$ cat config.mk
export PLATFORM = sky130hd
export DESIGN_NAME = gsc_eval
export DESIGN_NICKNAME = d
export VERILOG_FILES = /design/src/rtl/gsc_pkg.sv /design/src/rtl/gsc_bitstack.sv /design/src/rtl/gsc_ctrl.sv /design/src/rtl/gsc_eval.sv
export SDC_FILE = /design/constraint.sdc
export NUM_CORES = 1
export LEC_CHECK = 0
export BUFFER_PORTS_ARGS = -buffer_cell sky130_fd_sc_hd__buf_2
export CAP_MARGIN = 20
export CORE_MARGIN = 5
export CORE_UTILIZATION = 56
export DETAILED_ROUTE_END_ITERATION = 8
export GPL_ROUTABILITY_DRIVEN = 1
export HOLD_SLACK_MARGIN = 0.12
export MAX_ROUTING_LAYER = met4
export PLACE_DENSITY = 0.8
export SLEW_MARGIN = 20
export SYNTH_ARGS = -nofsm -noshare
export SYNTH_HDL_FRONTEND = slang
export SYNTH_HIERARCHICAL = 1
export SYNTH_SLANG_ARGS = --single-unit
$ cat constraint.sdc
create_clock -name clk -period 4.5 [get_ports clk]
set_clock_uncertainty 0.05 [all_clocks]
set_input_delay 0.225 -clock clk [delete_from_list [all_inputs] [get_ports clk]]
set_output_delay 0.225 -clock clk [all_outputs]
set_load 0.05 [all_outputs]
$ cat src/rtl/gsc_pkg.sv
package gsc_pkg;

    typedef enum logic [1:0] {
        TK_NOT = 2'b00,
        TK_BUF = 2'b01,
        TK_AND = 2'b10,
        TK_OR  = 2'b11
    } tok_e;

    typedef enum logic [2:0] {
        SOP_HOLD,
        SOP_CLEAR,
        SOP_PUSH,
        SOP_AND,
        SOP_OR
    } stk_op_e;

    typedef struct packed {
        stk_op_e op;
        logic    bit_v;
    } stk_cmd_t;

    function automatic logic unary_eval(tok_e t, logic x);
        return (t == TK_NOT) ? ~x : x;
    endfunction

    function automatic logic binary_eval(stk_op_e op, logic a, logic b);
        return (op == SOP_AND) ? (a & b) : (a | b);
    endfunction

endpackage

$ cat src/rtl/gsc_bitstack.sv
module gsc_bitstack
    import gsc_pkg::*;
#(
    parameter int DEPTH = 8,
    parameter int CW    = $clog2(DEPTH + 1)
) (
    input  logic             clk,
    input  logic             rst,
    input  stk_cmd_t         cmd_i,
    output logic [DEPTH-1:0] entries_o,
    output logic [CW-1:0]    depth_o
);

    logic [DEPTH-1:0] mem_q;
    logic [CW-1:0]    depth_q;
    logic             top0, top1, merged;

    // newest (top0) and second newest (top1) entries
    always_comb begin
        top0 = 1'b0;
        top1 = 1'b0;
        for (int i = 0; i < DEPTH; i++) begin
            if (depth_q == CW'(i + 1)) top0 = mem_q[i];
            if (depth_q == CW'(i + 2)) top1 = mem_q[i];
        end
        merged = binary_eval(cmd_i.op, top0, top1);
    end

    for (genvar g = 0; g < DEPTH; g++) begin : g_entry
        always_ff @(posedge clk) begin
            if (rst) begin
                mem_q[g] <= 1'b0;
            end else begin
                case (cmd_i.op)
                    SOP_CLEAR: mem_q[g] <= 1'b0;
                    SOP_PUSH:  if (depth_q == CW'(g)) mem_q[g] <= cmd_i.bit_v;
                    SOP_AND, SOP_OR: begin
                        if (depth_q == CW'(g + 2))      mem_q[g] <= merged;
                        else if (depth_q == CW'(g + 1)) mem_q[g] <= 1'b0;
                    end
                    default: ;
                endcase
            end
        end
    end

    always_ff @(posedge clk) begin
        if (rst) begin
            depth_q <= '0;
        end else begin
            case (cmd_i.op)
                SOP_CLEAR:       depth_q <= '0;
                SOP_PUSH:        depth_q <= depth_q + 1'b1;
                SOP_AND, SOP_OR: depth_q <= depth_q - 1'b1;
                default: ;
            endcase
        end
    end

    assign entries_o = mem_q;
    assign depth_o   = depth_q;

endmodule

$ cat src/rtl/gsc_ctrl.sv
module gsc_ctrl
    import gsc_pkg::*;
#(
    parameter int MAX_TOK = 40,
    parameter int NUM_IN  = 16,
    parameter int DEPTH   = 8,
    parameter int LW      = $clog2(MAX_TOK + 1),
    parameter int CW      = $clog2(DEPTH + 1)
) (
    input  logic                 clk,
    input  logic                 rst,
    input  logic                 start_i,
    input  logic [2*MAX_TOK-1:0] genome_i,
    input  logic [LW-1:0]        len_i,
    input  logic [NUM_IN-1:0]    pins_i,
    input  logic [CW-1:0]        depth_i,
    output stk_cmd_t             cmd_o,
    output logic                 busy_o,
    output logic                 done_o,
    output logic                 err_o
);

    localparam int PW = $clog2(NUM_IN + 1);

    logic [2*MAX_TOK-1:0] genome_q;
    logic [NUM_IN-1:0]    pins_q;
    logic [LW-1:0]        rem_q;
    logic [PW-1:0]        used_q;
    logic                 busy_q, done_q, err_q;
    logic                 accept, finish, fault, is_unary;
    tok_e                 tok;

    assign accept   = start_i && !busy_q;
    assign tok      = tok_e'(genome_q[1:0]);
    assign is_unary = (tok == TK_NOT) || (tok == TK_BUF);

    always_comb begin
        cmd_o  = '{op: SOP_HOLD, bit_v: 1'b0};
        finish = 1'b0;
        fault  = 1'b0;
        if (accept) begin
            cmd_o.op = SOP_CLEAR;
        end else if (busy_q) begin
            if (rem_q == '0) begin
                finish = 1'b1;
            end else if (is_unary) begin
                if (depth_i == CW'(DEPTH) || used_q == PW'(NUM_IN)) begin
                    fault = 1'b1;
                end else begin
                    cmd_o.op    = SOP_PUSH;
                    cmd_o.bit_v = unary_eval(tok, pins_q[0]);
                end
            end else begin
                if (depth_i < CW'(2)) fault = 1'b1;
                else cmd_o.op = (tok == TK_AND) ? SOP_AND : SOP_OR;
            end
        end
    end

    always_ff @(posedge clk) begin
        if (rst) begin
            genome_q <= '0;
            pins_q   <= '0;
            rem_q    <= '0;
            used_q   <= '0;
            busy_q   <= 1'b0;
            done_q   <= 1'b0;
            err_q    <= 1'b0;
        end else if (accept) begin
            genome_q <= genome_i;
            pins_q   <= pins_i;
            rem_q    <= (len_i > LW'(MAX_TOK)) ? LW'(MAX_TOK) : len_i;
            used_q   <= '0;
            busy_q   <= 1'b1;
            done_q   <= 1'b0;
            err_q    <= 1'b0;
        end else if (busy_q) begin
            if (finish || fault) begin
                busy_q <= 1'b0;
                done_q <= 1'b1;
                err_q  <= fault;
            end else begin
                genome_q <= genome_q >> 2;
                rem_q    <= rem_q - 1'b1;
                if (is_unary) begin
                    pins_q <= pins_q >> 1;
                    used_q <= used_q + 1'b1;
                end
            end
        end
    end

    assign busy_o = busy_q;
    assign done_o = done_q;
    assign err_o  = err_q;

endmodule

$ cat src/rtl/gsc_eval.sv
module gsc_eval
    import gsc_pkg::*;
#(
    parameter int MAX_TOK = 40,
    parameter int NUM_IN  = 16,
    parameter int DEPTH   = 8,
    parameter int LW      = $clog2(MAX_TOK + 1),
    parameter int CW      = $clog2(DEPTH + 1)
) (
    input  logic                 clk,
    input  logic                 rst,
    input  logic                 start_i,
    input  logic [2*MAX_TOK-1:0] genome_i,
    input  logic [LW-1:0]        len_i,
    input  logic [NUM_IN-1:0]    pins_i,
    output logic                 busy_o,
    output logic                 done_o,
    output logic                 err_o,
    output logic [DEPTH-1:0]     func_o,
    output logic [CW-1:0]        func_cnt_o
);

    stk_cmd_t      cmd;
    logic [CW-1:0] depth;

    gsc_ctrl #(
        .MAX_TOK(MAX_TOK), .NUM_IN(NUM_IN), .DEPTH(DEPTH), .LW(LW), .CW(CW)
    ) u_ctrl (
        .clk(clk), .rst(rst), .start_i(start_i), .genome_i(genome_i),
        .len_i(len_i), .pins_i(pins_i), .depth_i(depth), .cmd_o(cmd),
        .busy_o(busy_o), .done_o(done_o), .err_o(err_o)
    );

    gsc_bitstack #(
        .DEPTH(DEPTH), .CW(CW)
    ) u_stack (
        .clk(clk), .rst(rst), .cmd_i(cmd), .entries_o(func_o), .depth_o(depth)
    );

    assign func_cnt_o = depth;

endmodule

Word-level counts from Yosys, hierarchy flattened:

Index checks and enable logic that the tools add are counted.
Widths: inputs -> output; s select.

* flip-flop bits (word level): 122
* input bits: 105
* output and inout port bits: 15
* word-level logic and storage cells: 167

* $add $sub $neg: 4
* order comparisons: 2
* equality and inequality tests: 33
* mux-type cells: 83
* bitwise gates (word level): 4
* reduce and logical (&&, ||, !) cells: 25

Operators with widths (count)
* $mux 80: 3
* $mux 16: 4
* $mux 1: 56
* $reduce_and 3->1: 10
* $mux 6: 4
* $pmux 1 s3: 8
* $ne 2x1->1 const B: 9
* $ne 3x1->1 const B: 6
* $eq 4x3->1 const B: 4
* $mux 3: 5
* $pmux 4 s3: 1
* $eq 4x2->1 const B: 2
* $eq 4x4->1 const B: 2
* $mux 4: 2
* $eq 3x2->1 const B: 2
* $gt 6x6->1 const B: 1
* $logic_not 6->1: 1
* $ne 3x2->1 const B: 2
* $sub 6x1->6 const B: 1
* $add 5x1->5 const B: 1
* $eq 5x5->1 const B: 1
* $add 4x1->4 const B: 1
* $eq 4x1->1 const B: 1
* $logic_not 4->1: 1
* 17 further kinds: 23

Logic depth before layout (Yosys ltp):

Gate-level depths: netlist of the first run.

* depth in word-level cells: 13
* gate-level depth with buffers: 14
* gate-level depth less buffers: 12

Modules after synthesis:

Netlist of the first run, hierarchy kept.

By module, submodules not included
* gsc_ctrl: instances 1, cells each 651, area an instance 5301.3 um^2, sequential area each 2202.1 um^2
* gsc_bitstack: instances 1, cells each 178, area an instance 1381.3 um^2, sequential area each 240.2 um^2

Worst setup path before layout of the first run:

No wires, ideal clock.

* path kind: register to register
* from: reg u_ctrl.busy_q (netlist: u_ctrl/busy_o)
* to: reg u_stack.mem_q[5] (netlist: u_stack/entries_o[5])
* library setup time: 0.093 ns
* arrival time: 3.342 ns
* required time: 4.357 ns
* path slack: 1.015 ns
* stages on the path, launching flop included: 14
* path buffers: 5
* period minus slack after synthesis: 3.485 ns
* path through: dfxtp_1 buf_2 nand2b_1 clkbuf_1 clkbuf_1 clkbuf_1 o21ai_0 nor2_1 and2_1 clkbuf_1 nand2_1 a41oi_1 a31oi_2 o311ai_2

RTL lines
* start: declaration: RTL line gsc_ctrl.sv:29 `logic busy_q, done_q, err_q;`
* start signal: assignment: RTL line gsc_ctrl.sv:66 `busy_q <= 1'b0;`
* start signal: assignment: RTL line gsc_ctrl.sv:74 `busy_q <= 1'b1;`
* start signal: assignment: RTL line gsc_ctrl.sv:79 `busy_q <= 1'b0;`
* end signal: indexed assignment: RTL line gsc_bitstack.sv:36 `SOP_PUSH: if (depth_q == CW'(g)) mem_q[g] <= cmd_i.bit_v;`
* end signal: indexed assignment: RTL line gsc_bitstack.sv:38 `if (depth_q == CW'(g + 2)) mem_q[g] <= merged;`
* end: declaration: RTL line gsc_bitstack.sv:14 `logic [DEPTH-1:0] mem_q;`

==> results of run 1 <==
## layout by cell type, fill, tap and decap left out, types with 5 or more instances in the layout
cell type,n
mux2i_1,8
a2111oi_0,17
nor3_1,89
nor2b_1,8
buf_2,118
a2111oi_1,50
a21oi_1,21
o21ai_1,18
nand2_1,25
a311oi_1,16
buf_4,12
o21ai_0,20
a2111oi_2,13
dlygate4sd3_1,98
dfxtp_1,122
clkbuf_8,5
clkbuf_16,17
nand3_1,20
o211ai_1,8
ha_1,8
inv_1,12
nand3b_1,5
o31ai_1,6
a32oi_1,6
a41oi_1,5
nor2_1,188
## flip-flops by register name (all words and copies together) (netlist names)
name               cells
u_ctrl/genome_q       80
u_ctrl/pins_q         16
u_stack/entries_o      8
u_ctrl/rem_q           6
u_ctrl/used_q          5
u_stack/depth_o        4
u_ctrl/busy_o          1
u_ctrl/done_o          1
u_ctrl/err_o           1
## synthesized netlist by cell type (all sizes together), types with 2 or more instances
library cell  count  area share [%]
nor2            188              11
dfxtp           122              37
nor3             90             6.8
a2111oi          80              13
clkbuf           57             3.2
o21ai            39             3.1
buf              29             2.4
nand2            26             1.5
a21oi            22             1.7
nand3            20             1.5
a311oi           16             2.1
inv              12            0.67
nor2b             9            0.84
o211ai            9             1.1
ha                8             1.5
mux2i             8             1.2
o31ai             7            0.99
a32oi             6            0.79
a41oi             5            0.66
nand2b            5            0.47
nand3b            5            0.56
nand4             4            0.37
o22ai             4            0.37
o32ai             4            0.52
or3b              4            0.52
a211oi            3            0.34
nor3b             3            0.34
nor4b             3            0.62
o311a             3            0.45
o311ai            3            0.51
or4               3            0.34
a211o             2            0.26
a221oi            2            0.52
and2              2            0.21
and3              2            0.19
o31a              2            0.26
or2               2            0.19
or2b              2            0.22
or3               2            0.19
## per-layer routing
| metal | part of all wire, % | track usage (%) | up-vias |
|---|---|---|---|
| met1 | 42 | 36.19 | 3355 |
| met3 | 6.3 | 5.651 | 52 |
| met4 | 2.7 | 11.80 | 0 |
| met5 | 0 | - | - |
| li1 | - | - | 3412 |
| met2 | 49 | 46.52 | 335 |
## area by class of cell
cell class / instances / area [sq um] / share of cell area [%]
Inverter: 12 / 45.04 / 0.5149
Sequential cell: 122 / 2442 / 27.92
Clock inverter: 6 / 41.29 / 0.4720
Timing Repair Buffer: 230 / 1702 / 19.45
Tap cell: 147 / 183.9 / 2.102
Multi-Input combinational cell: 609 / 3836 / 43.85
Clock buffer: 23 / 498.0 / 5.692
## kinds of logic (layout without fill, tap and decap cells)
logic type                 count (synthesis)  in the layout  synth area share [%]
and+or+nand+nor                          375            375                 26.16
AOI/OAI and AO/OA                        216            216                 28.05
DFF                                      122            122                 36.55
buffers and inverters                     98            271                 6.291
adders and majority gates                  8              8                 1.498
muxes                                      8              8                 1.198
xor gates and xnor gates                   2              2                0.2622
## worst max-delay path, stage by stage, from the launching register on
cell      delay (ns)
dfxtp_1         0.37
inv_1           0.07
ha_1            0.23
or4b_4          0.24
o21a_1          0.14
buf_4           0.27
and3_1          0.69
and2_1          0.37
nand2_1         0.15
a41oi_1         0.28
a31oi_2         0.10
o311ai_2        0.28
## stage by stage
step / util, % / area [sq um] / hold WS (ns) / setup WS [ns]
5_1_grt: 73.76 / 8748 / 0.1394 / 0.9090
3_5_place_dp: 60.94 / 7228 / 0.3862 / 1.234
4_1_cts: 73.76 / 8748 / 0.1238 / 1.209
3_3_place_gp: 60.94 / 7228 / 0.3827 / 1.299
2_1_floorplan: - / 6683 / 0.2992 / 1.015
6_report: 73.76 / 8748 / 0.1544 / 1.139
## power by group through the flow
stage | combinational [mW] | sequential [mW] | clock (mW)
2_1_floorplan | 0.625 | 1.33 | 0
3_3_place_gp | 0.817 | 1.34 | 0
3_5_place_dp | 0.817 | 1.34 | 0
4_1_cts | 0.887 | 1.32 | 1.26
5_1_grt | 0.999 | 1.34 | 1.30
6_report | 0.914 | 1.33 | 1.24
## path summary, 6_finish.rpt
path | startpoint | to | slack (ns)
max | u_ctrl/rem_q[0]$_SDFFE_PP0P_ | u_stack/entries_o[5]$_SDFFE_PP0P_ | 1.14
min | genome_i[75] | u_ctrl/genome_q[75]$_SDFFE_PP0P_ | 0.15
max reg2reg | u_ctrl/rem_q[0]$_SDFFE_PP0P_ | u_stack/entries_o[5]$_SDFFE_PP0P_ | 1.14
min reg2reg | u_ctrl/done_o$_SDFFE_PP0P_ | u_ctrl/done_o$_SDFFE_PP0P_ | 0.40
==> qor.csv, run 1 <==
stage;metric;value;unit
worst_setup_path;arrival;3.63;ns
clocking;clock_sinks;122;
power;leakage;3.253;nW
clocking;cts_resized;0;
power;seqPwrFrac;38.1;%
sta;worst_pin_slew;1.127;ns
power;p_int;2.352;mW
cells_and_area;fin_cells;1149;
run_status;status;finished clean;
detailed_routing;drtPass1Iterations;5;
cells_and_area;n_antenna_cell;0;
global_route;grt_overflow;0;
detailed_routing;avgRoutedWirePerCell;17.66;um
sta;fmax;297.5;MHz
power;combPwrFrac;26.3;%
power;switchingPower;1.130;mW
synth;ys_seq_elements;122;
synth;yosysSeqAreaShare;36.55;%
detailed_routing;drtAntennaViolNets;0;
cells_and_area;fillCellCount;863;
detailed_routing;drt_iter0_drc;713;
power;clkPwrFrac;35.7;%
sta;report.final.setup_viol;0;
worst_setup_path;required;4.77;ns
detailed_routing;avgViaCountPerCell;6.226;
global_route;track_usage;29.10;%
sta;final.period_utilization;74.69;%
global_route;grt_pass1_wl;33550;um
worst_setup_path;crit_path_start_kind;flip-flop;
synth;ys_types;74;
synth;async_flop_share;0;%
power;p_sw_share;32.45;%
clocking;cts_inserted_buffers;17;
global_route;grt_pass1_vias;6915;
placed_design;gp_congestion;0.9495;
cells_and_area;syn_to_final_growth;30.91;%
worst_setup_path;crit_type;flip-flop to flip-flop;
synth;syn_inst;829;
die;die_y;119.2;um
worst_hold_path;hold_class;input port to flip-flop;
clocking;clkLatencyLatePin;0.41;ns
die;fp.dieArea;14220;sq um
synth;synth_area;6683;sq um
detailed_routing;vias;7154;
synth;yosys_warnings;6;
synth;synth_edf_count;0;
detailed_routing;drc;0;
placed_design;io_buffers;119;
die;core-area;11860;sq um
placed_design;hpwl;10800;um
cells_and_area;layout-drive-gt1-share;19.26;%
power;powerDensity;398.0;nW/um^2
sta;hold_viol_final;0;
clocking;root_buffer;clkbuf_16;
global_route;antenna_found_initial;0;
clocking;htree_num_levels;4;
synth;synth-main-ff-cell;dfxtp_1;
die;die_w;119.2;um
die;num_rows;40;
clocking;cts_tree;done;
sta;slew_viol_final;0;
sta;fin_crit;3.361;ns
global_route;grt_max_degree;108;
power;irDropWorstVdd;0.2709;mV
die;boundaryPins;120;
worst_hold_path;hold_depth;3;
power;p_total;3.482;mW
placed_design;dp_cells;1022;
worst_setup_path;rr_worst_depth;11;
worst_setup_path;cp-end-kind;flip-flop;
die;start_util;56.34;%
detailed_routing;wl;20290;um
clocking;postCtsSetupBuffers;0;
sta;rsz0062_at_grt;no;
clocking;ctsHoldBuffers;98;
worst_setup_path;cp_max_fo;23;
sta;relSlewSlack;24.87;%
clocking;clockBufferDepth;2;
synth;synth.avg_cell_area;8.061;sq um
sta;setup_tns;0;ns
synth;syn_nets;942;
clocking;clkSlewWorstSetupHoldPaths;0.05;ns
cells_and_area;nNetsFinal;1105;
job;drv_cap;0;
(Power assumes the default switching activity.)
==> inputs of run 2 (changes only) <==
ABC_AREA = 1   (was unset)
clock period = 3.1 ns   (was 4.5 ns; I/O delays follow)
==> qor.csv, run 2 <==
stage;metric;value;unit;change
sta;slew_viol_final;0;;unchanged
placed_design;place_ws;0.4396;ns;-0.7942 ns
power;clkPwrFrac;37.8;%;+2.1 points
power;p_int;3.529;mW;+50%
synth;synth.avg_cell_area;6.727;sq um;-17%
worst_hold_path;holdPathEnd;u_ctrl/genome_q[77]$_SDFFE_PP0P_;;
synth;synthAdderAreaFrac;1.509;%;+0.011 points
clocking;clkSlewWorstSetupHoldPaths;0.06;ns;about the same
detailed_routing;drtAntennaViolNets;0;;unchanged
job;drv_cap;0;;unchanged
global_route;grt_pass1_wl;32060;um;-4.4%
synth;syn_inst;986;;+19%
worst_setup_path;cp_max_fo;8;;-65%
worst_setup_path;path_common_cell;nand2_1;;
cells_and_area;layout-drive-gt1-share;19.28;%;about the same
cells_and_area;regMostFlops;u_ctrl/genome_q;;
power;powerDensity;603.0;nW/um^2;+52%
global_route;grt_overflow;0;;unchanged
sta;fin_crit;2.739;ns;-0.6224 ns
synth;yosys_warnings;6;;unchanged
worst_setup_path;path_buf_inv;4;;+2
global_route;antenna_found_initial;2;;+2
cells_and_area;largest_reg_flops;80;;unchanged
detailed_routing;drt_iter0_drc;731;;+2.5%
power;p_sw_share;33.65;%;+1.2 points
clocking;root_buffer;clkbuf_16;;
worst_setup_path;crit_path_start_kind;flip-flop;;
die;core-area;11520;sq um;-2.9%
worst_hold_path;min_from;genome_i[77];;
cells_and_area;layout_common_cells;193 x nand2_1, 156 x o21ai_0, 126 x inv_1;;
synth;yosysTopAreaCellShare;36.82;%;+0.28 points
cells_and_area;nNetsFinal;1293;;+17%
cells_and_area;final_common_cell;nand2_1;;
sta;fmax;365.1;MHz;+23%
worst_setup_path;crit_type;flip-flop to flip-flop;;
detailed_routing;vias;7277;;+1.7%
die;die_y;118.8;um;-0.34%
detailed_routing;met2_length;9341;um;-5.3%
worst_setup_path;rr_endpoint;u_stack/entries_o[1]$_SDFFE_PP0P_;;
global_route;grt_max_degree;63;;-42%
synth;synth_edf_count;0;;unchanged
placed_design;io_buffers;119;;unchanged
worst_setup_path;critPathSlowestCell;dfxtp_1;;
die;num_rows;39;;-2.5%
placed_design;hpwl;10520;um;-2.6%
cells_and_area;fin_cells;1338;;+16%
clocking;clkLatencyLatePin;0.42;ns;about the same
detailed_routing;drtPass1Iterations;8;;+3
clocking;clockBufferDepth;2;;unchanged
synth;synth-compound-area-share;18.92;%;-9.1 points
synth;synth_most_common_cell;nand2_1;;
global_route;grt_pass1_vias;6980;;+0.94%
detailed_routing;wl;18970;um;-6.5%
synth;synth_area_leaders;dfxtp_1 37%, o21ai_0 12%, nand2_1 11%, nand3_1 7.5%, inv_1 7.1%;;
worst_setup_path;required;3.36;ns;-1.41 ns
synth;synth-main-ff-cell;dfxtp_1;;
sta;rsz0062_at_grt;no;;
worst_setup_path;cp_top_family;simple AND/OR/NAND/NOR gates;;
synth;synth_top_family_by_area;simple AND/OR/NAND/NOR gates;;
detailed_routing;drc;0;;unchanged
worst_setup_path;r2r_start;u_stack/depth_o[3]$_SDFFE_PP0P_;;
synth;synth_top_area_cell;dfxtp_1;;
run_status;status;finished clean;;
sta;postLayoutSetupSlackWorst;0.3612;ns;-0.7777 ns
sta;timing.hold.ws;0.1315;ns;-0.02283 ns
clocking;postCtsSetupBuffers;0;;unchanged
synth;yosysSeqAreaShare;36.82;%;+0.28 points
clocking;clock_sinks;122;;unchanged
synth;netlist_top_cells_count;193 x nand2_1, 156 x o21ai_0, 126 x inv_1;;
detailed_routing;routed.top_layer;met4;;
synth;ys_seq_elements;122;;unchanged
power;irDropWorstVdd;0.4621;mV;+71%
power;p_total;5.319;mW;+53%
worst_setup_path;crit_chain;inv_1 -> nand2_1 -> nand2_1 -> nor3_1 -> inv_1 -> nand3_1 -> nand2_1 -> nor2_1 -> inv_2 -> nor2_4 -> inv_2 -> o21ai_0 -> nor2_1 -> o21ai_0 -> a21oi_1;;
power;leakage;3.837;nW;+18%
detailed_routing;wl_met3;1346;um;+6.0%
worst_setup_path;rr_worst_depth;15;;+4
global_route;track_usage;28.09;%;-1.0 points
sta;setup_tns;0;ns;unchanged
sta;final.period_utilization;88.35;%;+14 points
synth;synthSimpleGateAreaFrac;30.32;%;+4.2 points
synth;ys_types;40;;-46%
detailed_routing;m1WireLength;7638;um;-11%
sta;report.final.setup_viol;0;;unchanged
power;seqPwrFrac;34.8;%;-3.3 points
clocking;htree_num_levels;4;;unchanged
die;fp.dieArea;14120;sq um;-0.69%
sta;relSlewSlack;52.23;%;+27 points
synth;syn_nets;1099;;+17%
die;boundaryPins;120;;unchanged
power;switchingPower;1.790;mW;+58%
power;combPwrFrac;27.4;%;+1.1 points
placed_design;gp_congestion;0.9060;;-4.6%
die;die_w;118.8;um;-0.34%
synth;synth_area;6633;sq um;-0.75%
detailed_routing;avgViaCountPerCell;5.439;;-13%
worst_setup_path;arrival;3.00;ns;-0.63 ns
detailed_routing;avgRoutedWirePerCell;14.18;um;-20%
placed_design;dp_cells;1206;;+18%
worst_setup_path;cp-end-kind;flip-flop;;
worst_hold_path;hold_depth;5;;+2
worst_setup_path;critPathMaxStageDelay;0.51;ns;-0.18 ns
synth;async_flop_share;0;%;unchanged
worst_hold_path;hold_class;input port to flip-flop;;
die;start_util;57.59;%;+1.3 points
clocking;cts_inserted_buffers;17;;unchanged
sta;worst_pin_slew;0.7165;ns;-0.4104 ns
worst_setup_path;rrSetupSlack;0.36;ns;-0.78 ns
synth;synth_xor_area_share;0.2641;%;+0.0020 points
sta;hold_viol_final;0;;unchanged
clocking;cts_tree;done;;
synth;synth_mux_area_share;0;%;-1.2 points
cells_and_area;syn_to_final_growth;32.97;%;
[run 2: power groups by stage]
stage	Combinational, mW	Clock, mW	Sequential [mW]
6_report	1.46	2.01	1.85
5_1_grt	1.63	2.11	1.87
4_1_cts	1.43	2.02	1.85
3_5_place_dp	1.32	0	1.88
3_3_place_gp	1.30	0	1.87
2_1_floorplan	0.910	0	1.99
[run 2: worst max path at each step]
stage               cells after the start                           endpoint  slack [ns]                             from
detailed placement                     16  u_stack/entries_o[5]$_SDFFE_PP0P_        0.44     u_ctrl/rem_q[0]$_SDFFE_PP0P_
floorplan                              15  u_stack/entries_o[1]$_SDFFE_PP0P_        0.47  u_stack/depth_o[3]$_SDFFE_PP0P_
global placement                       13  u_stack/entries_o[2]$_SDFFE_PP0P_        0.57     u_ctrl/rem_q[0]$_SDFFE_PP0P_
finish                                 15  u_stack/entries_o[1]$_SDFFE_PP0P_        0.36  u_stack/depth_o[3]$_SDFFE_PP0P_
global route                           12  u_stack/entries_o[3]$_SDFFE_PP0P_        0.03  u_stack/depth_o[3]$_SDFFE_PP0P_
CTS                                    16  u_stack/entries_o[1]$_SDFFE_PP0P_        0.40     u_ctrl/rem_q[0]$_SDFFE_PP0P_
[run 2: area by class of cell]
type	count	area [sq um]
multi-input cells	674	3383
fillers	837	2696
flip-flops and latches	122	2442
repair buffers	227	1677
inverters	138	524.3
clock buffers	22	494.2
well taps	143	178.9
clock inverters	10	115.1
diodes	2	5.005
[run 2: cell families after synthesis]
kind of cell | count (synthesis)
AO/OA/AOI/OAI | 229
XOR/XNOR | 2
adder cells (fa/ha/maj) | 8
buffers and inverters | 190
flip-flops | 122
AND/OR/NAND/NOR | 435
[run 2: worst min-delay path, stage by stage]
cell	delay, ns
buf_2	0.09
nor2_1	0.09
nor2_1	0.08
nand2_1	0.06
o21ai_0	0.06
[run 2: timing repair]
action                    CTS  global route
resized for setup           0             0
hold endpoints to repair  101             0
hold buffers               98             0
[run 2: metal layers]
metal	global-route usage (%)	vias up
li1	-	3589
met1	32.23	3298
met2	46.79	326
met3	6.161	64
met4	13.40	0
met5	-	-
[run 2: stage by stage]
step                area [sq um]  utilization (%)
floorplan                   6633                -
global placement            7224            62.73
detailed placement          7224            62.73
CTS                         8815            76.54
global route                8820            76.59
finish                      8820            76.59
==> inputs of run 3 (changes only) <==
CORE_UTILIZATION = 51   (was 56)
PLACE_DENSITY = 0.77   (was 0.8)
clock period = 2.5 ns   (was 3.1 ns; I/O delays follow)
==> qor.csv, run 3 (same netlist as run 2, synthesis figures left out) <==
stage;metric;value;unit;change
run_status;status;finished clean;;
clocking;clkLatencyLatePin;0.41;ns;about the same
worst_hold_path;min_from;len_i[1];;
worst_setup_path;rrSetupSlack;0.07;ns;-0.29 ns
worst_hold_path;holdPathEnd;u_ctrl/rem_q[1]$_SDFFE_PP0P_;;
cells_and_area;fillCellCount;942;;+13%
cells_and_area;final_util;72.51;%;-4.1 points
global_route;track_usage;26.55;%;-1.5 points
placed_design;place_ws;0.02741;ns;-0.4122 ns
worst_setup_path;cp-end-kind;flip-flop;;
clocking;root_buffer;clkbuf_16;;
detailed_routing;drtAntennaViolNets;0;;unchanged
clocking;cts_inserted_buffers;17;;unchanged
global_route;grt_max_degree;84;;+33%
power;irDropWorstVdd;0.5971;mV;+29%
sta;setup_tns;0;ns;unchanged
sta;final.period_utilization;97.11;%;+8.8 points
placed_design;io_buffers;119;;unchanged
cells_and_area;nNetsFinal;1311;;+1.4%
sta;slew_viol_final;0;;unchanged
cells_and_area;final_common_cell;nand2_1;;
sta;fmax;411.9;MHz;+13%
power;powerDensity;761.9;nW/um^2;+26%
cells_and_area;final_cell_area;9188;sq um;+4.2%
die;fp.dieArea;15390;sq um;+9.0%
worst_setup_path;cp_max_fo;8;;unchanged
cells_and_area;layout-drive-gt1-share;22.13;%;+2.9 points
power;leakage;3.980;nW;+3.7%
worst_setup_path;rr_worst_depth;15;;unchanged
clocking;clkSlewWorstSetupHoldPaths;0.05;ns;about the same
worst_setup_path;crit_path_start_kind;flip-flop;;
die;die_w;124.0;um;+4.4%
worst_setup_path;r2r_start;u_ctrl/rem_q[0]$_SDFFE_PP0P_;;
placed_design;gp_congestion;0.9067;;about the same
cells_and_area;syn_to_final_growth;38.52;%;
die;start_util;52.35;%;-5.2 points
clocking;htree_num_levels;4;;unchanged
sta;postLayoutSetupSlackWorst;0.07222;ns;-0.2890 ns
die;die_y;124.0;um;+4.4%
cells_and_area;n_antenna_cell;0;;-2
power;p_total;7.000;mW;+32%
worst_hold_path;hold_class;input port to flip-flop;;
sta;fin_crit;2.428;ns;-0.3110 ns
detailed_routing;drtPass1Iterations;5;;-3
detailed_routing;wl;19520;um;+2.9%
cells_and_area;layout_common_cells;190 x nand2_1, 151 x o21ai_0, 122 x inv_1;;
worst_hold_path;hold_depth;7;;+2
sta;relSlewSlack;47.39;%;-4.8 points
job;drv_cap;0;;unchanged
die;num_rows;41;;+5.1%
cells_and_area;regMostFlops;u_ctrl/genome_q;;
global_route;grt_pass1_wl;32260;um;+0.65%
global_route;grt_pass1_vias;6943;;-0.53%
detailed_routing;avgRoutedWirePerCell;14.11;um;-0.46%
global_route;antenna_found_initial;0;;-2
cells_and_area;largest_reg_flops;80;;unchanged
sta;timing.hold.ws;0.1372;ns;+0.005634 ns
detailed_routing;drt_iter0_drc;755;;+3.3%
worst_setup_path;arrival;2.73;ns;-0.27 ns
sta;report.final.setup_viol;0;;unchanged
placed_design;hpwl;10800;um;+2.7%
detailed_routing;drc;0;;unchanged
clocking;clockBufferDepth;2;;unchanged
placed_design;dp_cells;1243;;+3.1%
global_route;grt_overflow;0;;unchanged
worst_setup_path;crit_type;flip-flop to flip-flop;;
detailed_routing;vias;7313;;+0.49%
clocking;clock_sinks;122;;unchanged
worst_setup_path;required;2.80;ns;-0.56 ns
die;boundaryPins;120;;unchanged
die;core-area;12670;sq um;+10%
clocking;cts_tree;done;;
worst_setup_path;rr_endpoint;u_stack/entries_o[7]$_SDFFE_PP0P_;;
detailed_routing;avgViaCountPerCell;5.288;;-2.8%
cells_and_area;fin_cells;1383;;+3.4%
sta;worst_pin_slew;0.7891;ns;+0.07263 ns
sta;hold_viol_final;0;;unchanged
placed_design;placed_cell_area;7350;sq um;+1.7%
run 3: cell count changes in the layout (fill, tap and decap cells not counted), sizes merged:
cell,previous run,this run
buf,129,145
bufinv,2,5
clkbuf,22,21
clkinvlp,3,2
diode,2,0
dlygate4sd3,98,100
inv,137,136
run 3: metal layers:
metal	wire [um]	GRT usage, %	part of all wire, %
met5	0	-	0
met4	346	7.734	1.8
met3	1373	5.450	7.0
met2	9692	43.99	50
met1	8103	32.86	42
run 3: area by class of cell:
class	instances	area (sq um)	area share, %
clock buffer	21	480.5	5.229
timing repair buffer	245	1843	20.06
sequential	122	2450	26.66
clock inverter	11	190.2	2.070
inverter	138	535.5	5.829
tap	172	215.2	2.342
multi-input combinational	674	3473	37.80
run 3: worst max-delay path, cell delays in order, from the launching register on:
cell	delay (ns)
dfxtp_2	0.34
inv_2	0.06
ha_4	0.17
nand3_2	0.10
nand2_4	0.09
inv_8	0.10
nand4_1	0.18
nand2_2	0.20
inv_2	0.06
nor3_1	0.28
nor2_4	0.10
inv_4	0.12
o31ai_1	0.09
o21ai_0	0.20
nand2_1	0.11
a21oi_2	0.12
run 3: worst max-delay path by stage:
stage / startpoint / to / slack [ns]
floorplan: u_stack/depth_o[0]$_SDFFE_PP0P_ / u_stack/entries_o[0]$_SDFFE_PP0P_ / 0.01
global placement: u_ctrl/rem_q[0]$_SDFFE_PP0P_ / u_stack/entries_o[5]$_SDFFE_PP0P_ / 0.12
detailed placement: u_ctrl/rem_q[0]$_SDFFE_PP0P_ / u_stack/depth_o[2]$_SDFFE_PP0P_ / 0.03
CTS: u_ctrl/rem_q[0]$_SDFFE_PP0P_ / u_stack/entries_o[5]$_SDFFE_PP0P_ / 0.0008
global route: u_ctrl/rem_q[0]$_SDFFE_PP0P_ / u_stack/entries_o[4]$_SDFFE_PP0P_ / -0.06
finish: u_ctrl/rem_q[0]$_SDFFE_PP0P_ / u_stack/entries_o[7]$_SDFFE_PP0P_ / 0.07
run 3: power breakdown:
group | internal [mW] | switching [mW]
Sequential | 2.17 | 0.124
Clock | 1.87 | 0.880
Combinational | 0.693 | 1.26
Total | 4.73 | 2.27
run 3: timing repair:
item | in CTS | in global routing
setup buffers | 0 | 8
hold endpoints to repair | 103 | 0
resized for setup | 1 | 34
hold buffers | 100 | 0
cloned | 0 | 0
pin swaps | 0 | 6
setup endpoints to repair | 1 | 9
